$ cat src/rtl/stack_guard_pkg.sv
package stack_guard_pkg;

  // Strobes from the control unit to the datapath, one cycle each.
  typedef struct packed {
    logic dec2;     // lower pointer by two
    logic dec1;     // lower pointer by one
    logic inc1;     // raise pointer by one
    logic capLo;    // capture low return byte
    logic capHi;    // capture high return byte
    logic setPend;  // zero opcode fetched
    logic clrPend;  // software clear
  } guardCtl_t;

  typedef enum logic [1:0] {
    RET_IDLE = 2'd0,
    RET_LO   = 2'd1,
    RET_HI   = 2'd2
  } retState_e;

endpackage

$ cat src/rtl/sg_memmap.sv
module sg_memmap #(
  parameter int DATA_W         = 8,
  parameter int DADDR_W        = 10,
  parameter int FADDR_W        = 15,
  parameter int ROM_SIZE       = 4096,
  parameter int SEG0_HOLE_LO   = 'h70,
  parameter int SEG0_HOLE_HI   = 'h7F,
  parameter int SEG1_HOLE_LO   = 'h40,
  parameter int SEG1_HOLE_HI   = 'h7F,
  parameter int FIRST_DEAD_SEG = 3
) (
  input  logic [DADDR_W-1:0] dataAddr,
  input  logic [DATA_W-1:0]  ramRdData,
  input  logic [FADDR_W-1:0] fetchAddr,
  input  logic [DATA_W-1:0]  romRdData,
  output logic [DATA_W-1:0]  dataOut,
  output logic [DATA_W-1:0]  fetchOut
);

  localparam int SEG_W = DADDR_W - 8;
  localparam logic [7:0] H0_LO = 8'(SEG0_HOLE_LO);
  localparam logic [7:0] H0_HI = 8'(SEG0_HOLE_HI);
  localparam logic [7:0] H1_LO = 8'(SEG1_HOLE_LO);
  localparam logic [7:0] H1_HI = 8'(SEG1_HOLE_HI);

  logic [SEG_W-1:0] segment;
  logic [7:0]       offset;
  logic             holeSeg0;
  logic             holeSeg1;
  logic             deadSeg;
  logic             ramUnmapped;
  logic             romUnmapped;

  assign segment = dataAddr[DADDR_W-1:8];
  assign offset  = dataAddr[7:0];

  assign holeSeg0 = (segment == SEG_W'(0)) && (offset >= H0_LO) && (offset <= H0_HI);
  assign holeSeg1 = (segment == SEG_W'(1)) && (offset >= H1_LO) && (offset <= H1_HI);

  generate
    if (FIRST_DEAD_SEG >= (1 << SEG_W)) begin : g_noDeadSeg
      assign deadSeg = 1'b0;
    end else begin : g_deadSeg
      localparam logic [SEG_W-1:0] DEAD_FIRST = SEG_W'(FIRST_DEAD_SEG);
      assign deadSeg = (segment >= DEAD_FIRST);
    end
  endgenerate

  assign ramUnmapped = holeSeg0 | holeSeg1 | deadSeg;
  assign dataOut     = ramUnmapped ? {DATA_W{1'b1}} : ramRdData;

  generate
    if (ROM_SIZE >= (1 << FADDR_W)) begin : g_fullRom
      assign romUnmapped = 1'b0;
    end else begin : g_partRom
      localparam logic [FADDR_W-1:0] ROM_LIMIT = FADDR_W'(ROM_SIZE);
      assign romUnmapped = (fetchAddr >= ROM_LIMIT);
    end
  endgenerate

  assign fetchOut = romUnmapped ? {DATA_W{1'b0}} : romRdData;

endmodule

$ cat src/rtl/sg_control.sv
module sg_control
  import stack_guard_pkg::*;
#(
  parameter int DATA_W = 8
) (
  input  logic              clk,
  input  logic              rstN,
  input  logic              pushStb,
  input  logic              popStb,
  input  logic              callStb,
  input  logic              intStb,
  input  logic              retStb,
  input  logic              clrPendStb,
  input  logic              fetchValid,
  input  logic [DATA_W-1:0] fetchOp,
  output guardCtl_t         ctl,
  output logic              retBusy
);

  localparam logic [DATA_W-1:0] SWI_OPCODE = '0;

  retState_e state;
  retState_e stateNext;

  always_ff @(posedge clk or negedge rstN) begin
    if (!rstN) state <= RET_IDLE;
    else       state <= stateNext;
  end

  always_comb begin
    ctl       = '0;
    stateNext = state;
    unique case (state)
      RET_IDLE: begin
        if (callStb || intStb) ctl.dec2 = 1'b1;
        else if (pushStb)      ctl.dec1 = 1'b1;
        else if (popStb)       ctl.inc1 = 1'b1;
        else if (retStb)       stateNext = RET_LO;
      end
      RET_LO: begin
        ctl.capLo = 1'b1;
        ctl.inc1  = 1'b1;
        stateNext = RET_HI;
      end
      RET_HI: begin
        ctl.capHi = 1'b1;
        ctl.inc1  = 1'b1;
        stateNext = RET_IDLE;
      end
      default: stateNext = RET_IDLE;
    endcase
    ctl.setPend = fetchValid && (fetchOp == SWI_OPCODE);
    ctl.clrPend = clrPendStb;
  end

  assign retBusy = (state != RET_IDLE);

endmodule

$ cat src/rtl/sg_datapath.sv
module sg_datapath
  import stack_guard_pkg::*;
#(
  parameter int               DATA_W   = 8,
  parameter int               SP_W     = 8,
  parameter int               FADDR_W  = 15,
  parameter logic [SP_W-1:0]  SP_RESET = 8'h6F
) (
  input  logic               clk,
  input  logic               rstN,
  input  guardCtl_t          ctl,
  input  logic [DATA_W-1:0]  rdByte,
  output logic [SP_W-1:0]    stackPtr,
  output logic [SP_W-1:0]    stackAddr,
  output logic [FADDR_W-1:0] retAddr,
  output logic               retValid,
  output logic               swiPending
);

  localparam int HI_W = FADDR_W - DATA_W;

  logic [SP_W-1:0]   spReg;
  logic [DATA_W-1:0] loByte;
  logic [HI_W-1:0]   hiByte;
  logic              retValidReg;
  logic              pendReg;

  always_ff @(posedge clk or negedge rstN) begin
    if (!rstN) begin
      spReg <= SP_RESET;
    end else if (ctl.dec2) begin
      spReg <= spReg - SP_W'(2);
    end else if (ctl.dec1) begin
      spReg <= spReg - SP_W'(1);
    end else if (ctl.inc1) begin
      spReg <= spReg + SP_W'(1);
    end
  end

  always_ff @(posedge clk or negedge rstN) begin
    if (!rstN) begin
      loByte      <= '0;
      hiByte      <= '0;
      retValidReg <= 1'b0;
    end else begin
      if (ctl.capLo) loByte <= rdByte;
      if (ctl.capHi) hiByte <= rdByte[HI_W-1:0];
      retValidReg <= ctl.capHi;
    end
  end

  always_ff @(posedge clk or negedge rstN) begin
    if (!rstN)            pendReg <= 1'b0;
    else if (ctl.setPend) pendReg <= 1'b1;
    else if (ctl.clrPend) pendReg <= 1'b0;
  end

  assign stackPtr   = spReg;
  assign stackAddr  = spReg + SP_W'(1);
  assign retAddr    = {hiByte, loByte};
  assign retValid   = retValidReg;
  assign swiPending = pendReg;

endmodule

$ cat src/rtl/stack_fetch_guard.sv
module stack_fetch_guard
  import stack_guard_pkg::*;
#(
  parameter int              DATA_W   = 8,
  parameter int              SP_W     = 8,
  parameter int              DADDR_W  = 10,
  parameter int              FADDR_W  = 15,
  parameter int              ROM_SIZE = 4096,
  parameter logic [SP_W-1:0] SP_RESET = 8'h6F
) (
  input  logic               clk,
  input  logic               rstN,
  input  logic               pushStb,
  input  logic               popStb,
  input  logic               callStb,
  input  logic               intStb,
  input  logic               retStb,
  input  logic               clrPendStb,
  input  logic               fetchValid,
  input  logic [FADDR_W-1:0] fetchAddr,
  input  logic [DATA_W-1:0]  romRdData,
  input  logic [DADDR_W-1:0] dataAddr,
  input  logic [DATA_W-1:0]  ramRdData,
  output logic [SP_W-1:0]    stackPtr,
  output logic [SP_W-1:0]    stackAddr,
  output logic [DATA_W-1:0]  dataOut,
  output logic [DATA_W-1:0]  fetchOut,
  output logic [FADDR_W-1:0] retAddr,
  output logic               retValid,
  output logic               retBusy,
  output logic               swiPending
);

  guardCtl_t ctl;

  sg_memmap #(
    .DATA_W  (DATA_W),
    .DADDR_W (DADDR_W),
    .FADDR_W (FADDR_W),
    .ROM_SIZE(ROM_SIZE)
  ) u_memmap (
    .dataAddr (dataAddr),
    .ramRdData(ramRdData),
    .fetchAddr(fetchAddr),
    .romRdData(romRdData),
    .dataOut  (dataOut),
    .fetchOut (fetchOut)
  );

  sg_control #(
    .DATA_W(DATA_W)
  ) u_control (
    .clk       (clk),
    .rstN      (rstN),
    .pushStb   (pushStb),
    .popStb    (popStb),
    .callStb   (callStb),
    .intStb    (intStb),
    .retStb    (retStb),
    .clrPendStb(clrPendStb),
    .fetchValid(fetchValid),
    .fetchOp   (fetchOut),
    .ctl       (ctl),
    .retBusy   (retBusy)
  );

  sg_datapath #(
    .DATA_W  (DATA_W),
    .SP_W    (SP_W),
    .FADDR_W (FADDR_W),
    .SP_RESET(SP_RESET)
  ) u_datapath (
    .clk       (clk),
    .rstN      (rstN),
    .ctl       (ctl),
    .rdByte    (dataOut),
    .stackPtr  (stackPtr),
    .stackAddr (stackAddr),
    .retAddr   (retAddr),
    .retValid  (retValid),
    .swiPending(swiPending)
  );

endmodule

$ cat config.mk
export PLATFORM = sky130hd
export DESIGN_NAME = stack_fetch_guard
export DESIGN_NICKNAME = d
export VERILOG_FILES = /design/src/rtl/stack_guard_pkg.sv /design/src/rtl/sg_memmap.sv /design/src/rtl/sg_control.sv /design/src/rtl/sg_datapath.sv /design/src/rtl/stack_fetch_guard.sv
export SDC_FILE = /design/constraint.sdc
export NUM_CORES = 1
export LEC_CHECK = 0
export ABC_AREA = 1
export BUFFER_PORTS_ARGS = -buffer_cell sky130_fd_sc_hd__buf_2
export CORE_ASPECT_RATIO = 1.25
export CORE_UTILIZATION = 25
export DETAILED_ROUTE_END_ITERATION = 7
export HOLD_SLACK_MARGIN = 0.1
export PLACE_DENSITY = 0.59
export REMOVE_ABC_BUFFERS = 1
export SYNTH_ARGS = -nofsm -noshare
export SYNTH_HDL_FRONTEND = slang
export SYNTH_SLANG_ARGS = --single-unit
$ cat constraint.sdc
create_clock -name clk -period 2.72 [get_ports clk]
set_input_delay 0.544 -clock clk [delete_from_list [all_inputs] [get_ports clk]]
set_output_delay 0.544 -clock clk [all_outputs]
set_load 0.05 [all_outputs]
---- Word-level counts from Yosys, hierarchy flattened ----
Cells that the tools add are included.
operators by class
  reductions and logical operators ........ 14
  equality and inequality tests ........... 7
  magnitude comparators ................... 5
  bitwise gates (word level) .............. 2
  add/sub/neg operators ................... 3
  mux-type cells .......................... 21
operators with widths
  kind                                                                 number
  two-way mux 8 bit                                                    5
  greater-or-equal comparator 8 x 7 -> 1 bit, second input constant    2
  greater-or-equal comparator 15 x 13 -> 1 bit, second input constant  1
  two-way mux 2 bit                                                    6
  adder 8 x 1 -> 8 bit, second input constant                          1
  <= comparator 8 x 7 -> 1 bit, second input constant                  1
  logical NOT 8 bit                                                    1
  two-way mux 1 bit                                                    8
  != test 2 bit, second input constant                                 4
  subtractor 8 x 1 -> 8 bit, second input constant                     1
  subtractor 8 x 2 -> 8 bit, second input constant                     1
  logical AND 1 bit                                                    5
  == test 2 x 1 -> 1 bit, second input constant                        2
  logical NOT 2 bit                                                    2
  one-hot mux 2 bit (2 select lines)                                   1
  AND reduction 4 bit                                                  1
  nonzero test 2 bit                                                   2
  nonzero test 3 bit                                                   1
  == test 2 bit, second input constant                                 1
  greater-or-equal comparator 2 bit, second input constant             1
  bitwise OR 1 bit                                                     2
  one-hot mux 1 bit (2 select lines)                                   1
  OR reduction 2 bit                                                   1
  logical OR 1 bit                                                     1
word-level totals
  register bits after elaboration ......... 27
  word-level logic and storage cells ...... 58
  input bits .............................. 50

---- Logic depth before layout (Yosys ltp) ----
Gate-level depths: netlist of run 1.
  depth in word-level cells ............... 7
  mapped depth ............................ 11
  mapped depth without buffers ............ 11

---- By module ----
A second synthesis of run 1 with hierarchy kept.
second synthesis, totals
  cells, all modules ...................... 241
  area total of the unflattened synthesis .. 1944.4 µm²
by module, submodules not included
  module       cells an instance  area an instance (µm²)  instances
  sg_datapath  163                1517.7                  1
  sg_control   36                 250.2                   1
  sg_memmap    42                 176.4                   1

---- Worst setup path after synthesis of run 1 ----
OpenSTA, ideal clock, no wires.
  path type ............................... reg-to-output
  start ................................... reg u_datapath.spReg[1] (netlist: u_datapath.stackPtr[1])
  end ..................................... out stackAddr[4]
  stages on the path, launching flop included .. 4
  data arrival time ....................... 1.884 ns
  path buffers ............................ 0
  path slack .............................. 0.292 ns
  path through ............................ dfstp_2 -> ha_1 -> nand3_1 -> xor2_1
on the way
  word-level cells in the longest chain between the ends .. 1
RTL lines
  item                    RTL line                 RTL
  from (decl)             sg_datapath.sv:22        logic [SP_W-1:0] spReg;
  from (signal assigned)  sg_datapath.sv:32        spReg <= spReg - SP_W'(2);
  from (signal assigned)  sg_datapath.sv:34        spReg <= spReg - SP_W'(1);
  from (signal assigned)  sg_datapath.sv:36        spReg <= spReg + SP_W'(1);
  adder 8 x 1 -> 8 bit    sg_datapath.sv:59        assign stackAddr = spReg + SP_W'(1);
  to (decl)               stack_fetch_guard.sv:25  output logic [SP_W-1:0] stackAddr,
No other way between the ends.

---- Final worst setup path of run 1 ----
  start ................................... reg u_datapath.spReg[2] (netlist: u_datapath.stackPtr[2])
  end ..................................... out stackAddr[7]
The elaborated chain is that of the path after synthesis.

==> impl_metrics.env, run 1 <==
export IMPL_synth_common_cells="54 x nand2_1, 42 x inv_1, 31 x nor2_1"
export IMPL_timing_reg2reg_setup_slack_ns=1.04
export IMPL_synth_edf_count=0
export IMPL_die_h_um=99.16
export IMPL_timing_critical_path_to_type="output port"
export IMPL_nets=406
export IMPL_critPathRequiredTime_ns=2.18
export IMPL_outcome="finished, final reports clean"
export IMPL_timing_critical_path_slowest_stage_cell="dfstp_2"
export IMPL_drc=0
export IMPL_drive_above_1_share=0.3246
export IMPL_post_cts_repair_setup_buffers=0
export IMPL_ys_seq_elements=27
export IMPL_dieArea_um2=7906
export IMPL_finalWeightedCongestion=0.8231
export IMPL_yosysTopAreaCell="dfrtp_1"
export IMPL_finalSetupViolations=0
export IMPL_globalRouteTotalUtil=0.1350
export IMPL_cts_reportedPaths_clkPinSlew_ns=0.10
export IMPL_worstSetupPathType="reg2out"
export IMPL_synthesis_area_um2=1888
export IMPL_detailroute_via_count=1972
export IMPL_grt_antenna_before_repair=0
export IMPL_post_synth_cell_area_avg_um2=7.206
export IMPL_placement_cell_area_um2=2406
export IMPL_synth_cells=262
export IMPL_power_share_combinational=0.688
export IMPL_yosys_most_used_dff="dfrtp_1"
export IMPL_critical_path_buf_inv_count=1
export IMPL_worstPathCellList="ha_1 -> nand2_1 -> nor2_2 -> nand2_1 -> nand2_1 -> and2_1 -> buf_2"
export IMPL_floorplan_io_pins=100
export IMPL_drt_wirelength_per_cell_um=11.32
export IMPL_cts_root_buf="clkbuf_8"
export IMPL_clock_skew_ns=0.005822
export IMPL_power_density_nw_per_um2=1363
export IMPL_start_util=0.2566
export IMPL_peak_supply_drop_mv=0.7539
export IMPL_slew_headroom=0.5775
export IMPL_intPower_mw=1.295
export IMPL_timing_max_transition_violations_final=0
export IMPL_fmax_mhz=414.6
export IMPL_p_sw_frac=0.6125
export IMPL_layout_cell_area_non_filler_um2=2451
export IMPL_syn_to_final_growth_pct=29.82
export IMPL_critPathArrivalTime_ns=1.87
export IMPL_drt_vias_per_instance=4.513
export IMPL_grt_pass1_wl_um=8487
export IMPL_floorplan_rows=35
export IMPL_timing_critical_path_max_delay_family="flip-flops"
export IMPL_max_stage_delay_ns=0.64
export IMPL_drt_first_iter_violations=78
export IMPL_finalWorstPathRequiredPeriod_ns=2.412
export IMPL_dieWidth_um=79.73
export IMPL_port_buffers=83
export IMPL_core_um2=7357
export IMPL_setup_repair_after_global_routing_missed_its_margin="false"
export IMPL_layout_core_utilization=0.3332
export IMPL_cts_resized_gates=0
export IMPL_cts_hold_fix_buffers=0
export IMPL_n_antenna_cell=0
export IMPL_max_slew_worst_pin_slew_ns=0.6338
export IMPL_route_antenna_remaining_nets=0
export IMPL_cap_violations=0
export IMPL_seq_area_frac_synth=0.3618
export IMPL_power_switching_mw=2.046
export IMPL_power_leakage_nw=1.338
export IMPL_synth_area_leaders="dfrtp_1 28%, nand2_1 11%, dfstp_2 8.3%, inv_1 8.3%, ha_1 6.6%"
export IMPL_hp_class="in2async"
export IMPL_grt_start_max_net_pins=28
export IMPL_final_setup_tns_ns=0
export IMPL_clock_sink_count=27
export IMPL_setup_worst_path_start_class="register"
export IMPL_clock_power_share=0.070
export IMPL_synth_warnings=0
export IMPL_async_reset_ff_frac=1.000
export IMPL_route_final_wire_length_um=4945
export IMPL_yosysUniqueCellTypes=31
export IMPL_netlist_area_leader_share=0.2783
export IMPL_firstDrtPassIters=4
export IMPL_insertion_delay_ns=0.27
export IMPL_place_detailed_hpwl_um=3932
export IMPL_tritoncts="done"
export IMPL_final_hold_viol_count=0
export IMPL_cts_inserted_buffers=3
export IMPL_layout_worst_path_cycle_share=0.8867
export IMPL_worst_path_most_repeated_cell="nand2_1"
export IMPL_first_global_vias=1915
export IMPL_synthMostInstantiatedCell="nand2_1"
export IMPL_grt_remaining_overflow=0
export IMPL_fin_hold_ws_ns=0.2806
export IMPL_p_seq_frac=0.242
export IMPL_worst_path_max_fanout=8
export IMPL_htreeDepth=1
export IMPL_cts_root_to_sink_buffers=2
## power by group through the flow
| stage | registers (mW) | clock network [mW] | logic, mW |
|---|---|---|---|
| 3_5_place_dp | 0.817 | 0 | 2.31 |
| 4_1_cts | 0.814 | 0.254 | 2.31 |
| 6_report | 0.809 | 0.235 | 2.30 |
| 3_3_place_gp | 0.805 | 0 | 2.29 |
| 2_1_floorplan | 1.37 | 0 | 1.22 |
| 5_1_grt | 0.844 | 0.265 | 2.49 |
## area by class of cell
type                    instances  area [um^2]
well taps                      92        115.1
repair buffers                 85        430.4
flip-flops and latches         27        683.2
clock buffers                   4        45.04
multi-input cells             181        997.2
fillers                       808         4906
inverters                      48        180.2
## final timing paths
path / from / end / cells past startpoint
setup / recovery: u_datapath.stackPtr[2]$_DFFE_PN1P_ / stackAddr[7] / 7
setup reg to reg: u_datapath.stackPtr[1]$_DFFE_PN1P_ / u_datapath.stackPtr[7]$_DFFE_PN0P_ / 10
min in group clk: u_datapath.swiPending$_DFFE_PN0P_ / u_datapath.swiPending$_DFFE_PN0P_ / 2
hold reg to reg: u_datapath.swiPending$_DFFE_PN0P_ / u_datapath.swiPending$_DFFE_PN0P_ / 2
max in group asynchronous: rstN / u_datapath.hiByte[3]$_DFFE_PN0P_ / 1
hold / removal: rstN / u_control.state[1]$_DFFE_PN0P_ / 1
## state kept, by name, summed over array words and instances, names as in the netlist
name,cells
u_datapath.stackPtr,8
u_datapath.loByte,8
u_datapath.hiByte,7
u_datapath.swiPending,1
u_control.state,2
u_datapath.retValid,1
## cell usage in the layout (no fill, tap or decap), types with 2 or more instances in the layout
master / synthesis / layout
a21oi_1: 5 / 5
nand3_1: 25 / 25
o21ai_1: 4 / 4
inv_2: 6 / 6
buf_4: 0 / 2
dfrtp_1: 21 / 21
nand2_1: 54 / 54
inv_1: 42 / 42
o21ai_0: 8 / 8
nor2_1: 31 / 31
a31oi_1: 16 / 16
nor2_4: 3 / 3
ha_1: 10 / 10
nor3_1: 2 / 2
clkbuf_8: 0 / 3
nand2_2: 2 / 2
buf_2: 4 / 83
dfstp_2: 6 / 6
nand4_1: 4 / 4
xor2_1: 5 / 5
## cell families after synthesis
kind of cell	Yosys count	share of synthesized area
AO/OA/AOI/OAI	37	0.1200
AND/OR/NAND/NOR	128	0.3141
flip-flops	27	0.3618
buffers and inverters	54	0.1100
XOR/XNOR	6	0.02783
adder cells (fa/ha/maj)	10	0.06627
## layer usage
layer | part of all wire | track usage | vias up | wire [um]
met5 | 0 | 0 | - | 0
met4 | 0.014 | 0.04808 | 0 | 67
met2 | 0.52 | 0.2544 | 75 | 2547
met3 | 0.054 | 0.01651 | 4 | 267
met1 | 0.42 | 0.1527 | 892 | 2063
li1 | - | - | 1001 | -
## worst register-to-register path: stages, from the launching register on
cell	delay, ns
dfstp_2	0.58
inv_1	0.15
ha_1	0.23
nand2_1	0.13
nand2_1	0.08
nor2_1	0.10
nand2_1	0.05
nand3_1	0.08
nand3_1	0.06
nand2_1	0.06
nand2_1	0.05
## per-stage QoR
step	power [mW]	worst slack (ns)	instances
3_5_place_dp	3.130	0.5588	433
4_1_cts	3.382	0.2721	437
5_1_grt	3.599	0.1513	437
6_report	3.341	0.3081	437
2_1_floorplan	2.596	0.2871	256
3_3_place_gp	3.095	0.5811	433
No activity file was read; power rests on OpenSTA's default activity.
==> inputs of run 2 (changes only) <==
Settings changed: PLACE_DENSITY 0.59 to 0.55.
==> run 2 against run 1 <==
Count of clock-buffer cells in the layout decreased by 1. Total power increased by 0.18%. Fmax decreased by 0.76%. Routed wire length about the same. Utilization about the same. Sequential cell count unchanged. Largest power group unchanged. Setup slack got worse by 0.019 ns.
==> impl_metrics.env, run 2 (same netlist as run 1, synthesis figures left out) <==
export IMPL_outcome="finished, final reports clean"
export IMPL_intPower_mw=1.292
export IMPL_cts_hold_fix_buffers=0
export IMPL_grt_remaining_overflow=0
export IMPL_hp_class="in2async"
export IMPL_drc=0
export IMPL_n_antenna_cell=0
export IMPL_power_leakage_nw=1.341
export IMPL_final_hold_viol_count=0
export IMPL_finalWeightedCongestion=0.7989
export IMPL_insertion_delay_ns=0.28
export IMPL_crit_start="u_datapath.stackPtr[2]$_DFFE_PN1P_"
export IMPL_fin_hold_ws_ns=0.2893
export IMPL_drt_first_iter_violations=95
export IMPL_tritoncts="done"
export IMPL_floorplan_io_pins=100
export IMPL_cts_root_to_sink_buffers=2
export IMPL_syn_to_final_growth_pct=29.89
export IMPL_post_cts_repair_setup_buffers=0
export IMPL_finalSetupViolations=0
export IMPL_clock_skew_ns=0.008383
export IMPL_critPathArrivalTime_ns=1.89
export IMPL_drive_above_1_share=0.3275
export IMPL_critical_path_reg2reg_endpoint="u_datapath.stackPtr[7]$_DFFE_PN0P_"
export IMPL_core_um2=7357
export IMPL_worstPathCellList="ha_1 -> nand2_1 -> nor2_2 -> nand2_1 -> nand2_1 -> and2_1 -> buf_2"
export IMPL_grt_start_max_net_pins=28
export IMPL_ff2ff_path_depth=10
export IMPL_clock_sink_count=27
export IMPL_timing_critical_path_max_delay_family="flip-flops"
export IMPL_globalRouteTotalUtil=0.1349
export IMPL_number_of_filler_cells_placed_in_the_layout=828
export IMPL_dieWidth_um=79.73
export IMPL_dieArea_um2=7906
export IMPL_finalWorstPathRequiredPeriod_ns=2.430
export IMPL_critPathRequiredTime_ns=2.18
export IMPL_floorplan_rows=35
export IMPL_critPathCapture="stackAddr[7]"
export IMPL_worstSetupPathType="reg2out"
export IMPL_fmax_mhz=411.4
export IMPL_cap_violations=0
export IMPL_setup_repair_after_global_routing_missed_its_margin="false"
export IMPL_final_setup_tns_ns=0
export IMPL_max_slew_worst_pin_slew_ns=0.6543
export IMPL_nets=406
export IMPL_cts_reportedPaths_clkPinSlew_ns=0.10
export IMPL_slew_headroom=0.5638
export IMPL_drt_vias_per_instance=4.545
export IMPL_worst_path_max_fanout=8
export IMPL_cts_inserted_buffers=3
export IMPL_power_density_nw_per_um2=1365
export IMPL_cts_resized_gates=0
export IMPL_place_detailed_hpwl_um=3823
export IMPL_htreeDepth=1
export IMPL_p_seq_frac=0.243
export IMPL_cts_root_buf="clkbuf_8"
export IMPL_power_share_combinational=0.686
export IMPL_route_antenna_remaining_nets=0
export IMPL_critical_path_buf_inv_count=1
export IMPL_path_depth=7
export IMPL_firstDrtPassIters=4
export IMPL_timing_max_transition_violations_final=0
export IMPL_max_stage_delay_ns=0.66
export IMPL_first_global_vias=1887
export IMPL_peak_supply_drop_mv=0.6377
export IMPL_worst_path_most_repeated_cell="nand2_1"
export IMPL_detailroute_via_count=1986
export IMPL_grt_antenna_before_repair=0
export IMPL_layout_cells_most_common_list="83 x buf_2, 54 x nand2_1, 42 x inv_1, 31 x nor2_1, 25 x nand3_1"
export IMPL_setup_worst_path_start_class="register"
export IMPL_layout_worst_path_cycle_share=0.8935
export IMPL_port_buffers=83
export IMPL_layout_commonest_cell="buf_2"
export IMPL_timing_critical_path_to_type="output port"
export IMPL_start_util=0.2566
export IMPL_p_sw_frac=0.6141
export IMPL_drt_wirelength_per_cell_um=11.32
export IMPL_route_final_wire_length_um=4947
export IMPL_critical_path_reg2reg_startpoint="u_datapath.stackPtr[2]$_DFFE_PN1P_"
export IMPL_die_h_um=99.16
export IMPL_grt_pass1_wl_um=8535
export IMPL_timing_critical_path_slowest_stage_cell="dfstp_2"
export IMPL_power_switching_mw=2.056
export IMPL_clock_power_share=0.070
export IMPL_timing_reg2reg_setup_slack_ns=1.01
run 2: changes by cell type in the layout (fill, tap and decap cells not counted), sizes merged:
cell,delta
clkbuf,-1
clkinv,+1
run 2: per-stage QoR:
| stage | cell area (um^2) | std cells | power [mW] | util | setup slack [ns] |
|---|---|---|---|---|---|
| detailed placement | 2406 | 433 | 3.124 | 0.3270 | 0.5791 |
| CTS | 2452 | 437 | 3.380 | 0.3333 | 0.2515 |
| floorplan | 1861 | 256 | 2.596 | - | 0.2871 |
| finish | 2452 | 437 | 3.347 | 0.3333 | 0.2896 |
| global placement | 2406 | 433 | 3.101 | 0.3270 | 0.5765 |
| global route | 2452 | 437 | 3.629 | 0.3333 | 0.1478 |
run 2: per-layer routing:
metal  vias up  track usage  share of wire  wire length, um
met4         0      0.04808          0.012               61
met2        86       0.2347           0.49             2407
met3         4      0.02018          0.062              305
met5         -            0              0                0
met1       897       0.1671           0.44             2173
li1        999            -              -                -
run 2: cell type report:
class | instances | area (um^2) | share of cell area
timing repair buffer | 85 | 430.4 | 0.1755
clock inverter | 1 | 5.005 | 0.002041
clock buffer | 3 | 41.29 | 0.01684
multi-input combinational | 181 | 997.2 | 0.4066
inverter | 48 | 180.2 | 0.07347
tap | 92 | 115.1 | 0.04694
sequential | 27 | 683.2 | 0.2786
run 2: power by group through the flow:
stage	sequential [mW]	combinational, mW	clock (mW)
floorplan	1.37	1.22	0
global placement	0.810	2.29	0
detailed placement	0.818	2.31	0
CTS	0.813	2.31	0.256
global route	0.846	2.51	0.274
finish	0.814	2.30	0.236
run 2: how the worst min path moves through the flow:
stage,to,cells past startpoint,startpoint
after floorplan,u_control.state[0]$_DFFE_PN0P_,0,rstN
after global placement,u_datapath.swiPending$_DFFE_PN0P_,2,u_datapath.swiPending$_DFFE_PN0P_
after detailed placement,u_datapath.swiPending$_DFFE_PN0P_,2,u_datapath.swiPending$_DFFE_PN0P_
after CTS,u_control.state[1]$_DFFE_PN0P_,1,rstN
after global routing,u_control.state[1]$_DFFE_PN0P_,1,rstN
final,u_control.state[1]$_DFFE_PN0P_,1,rstN
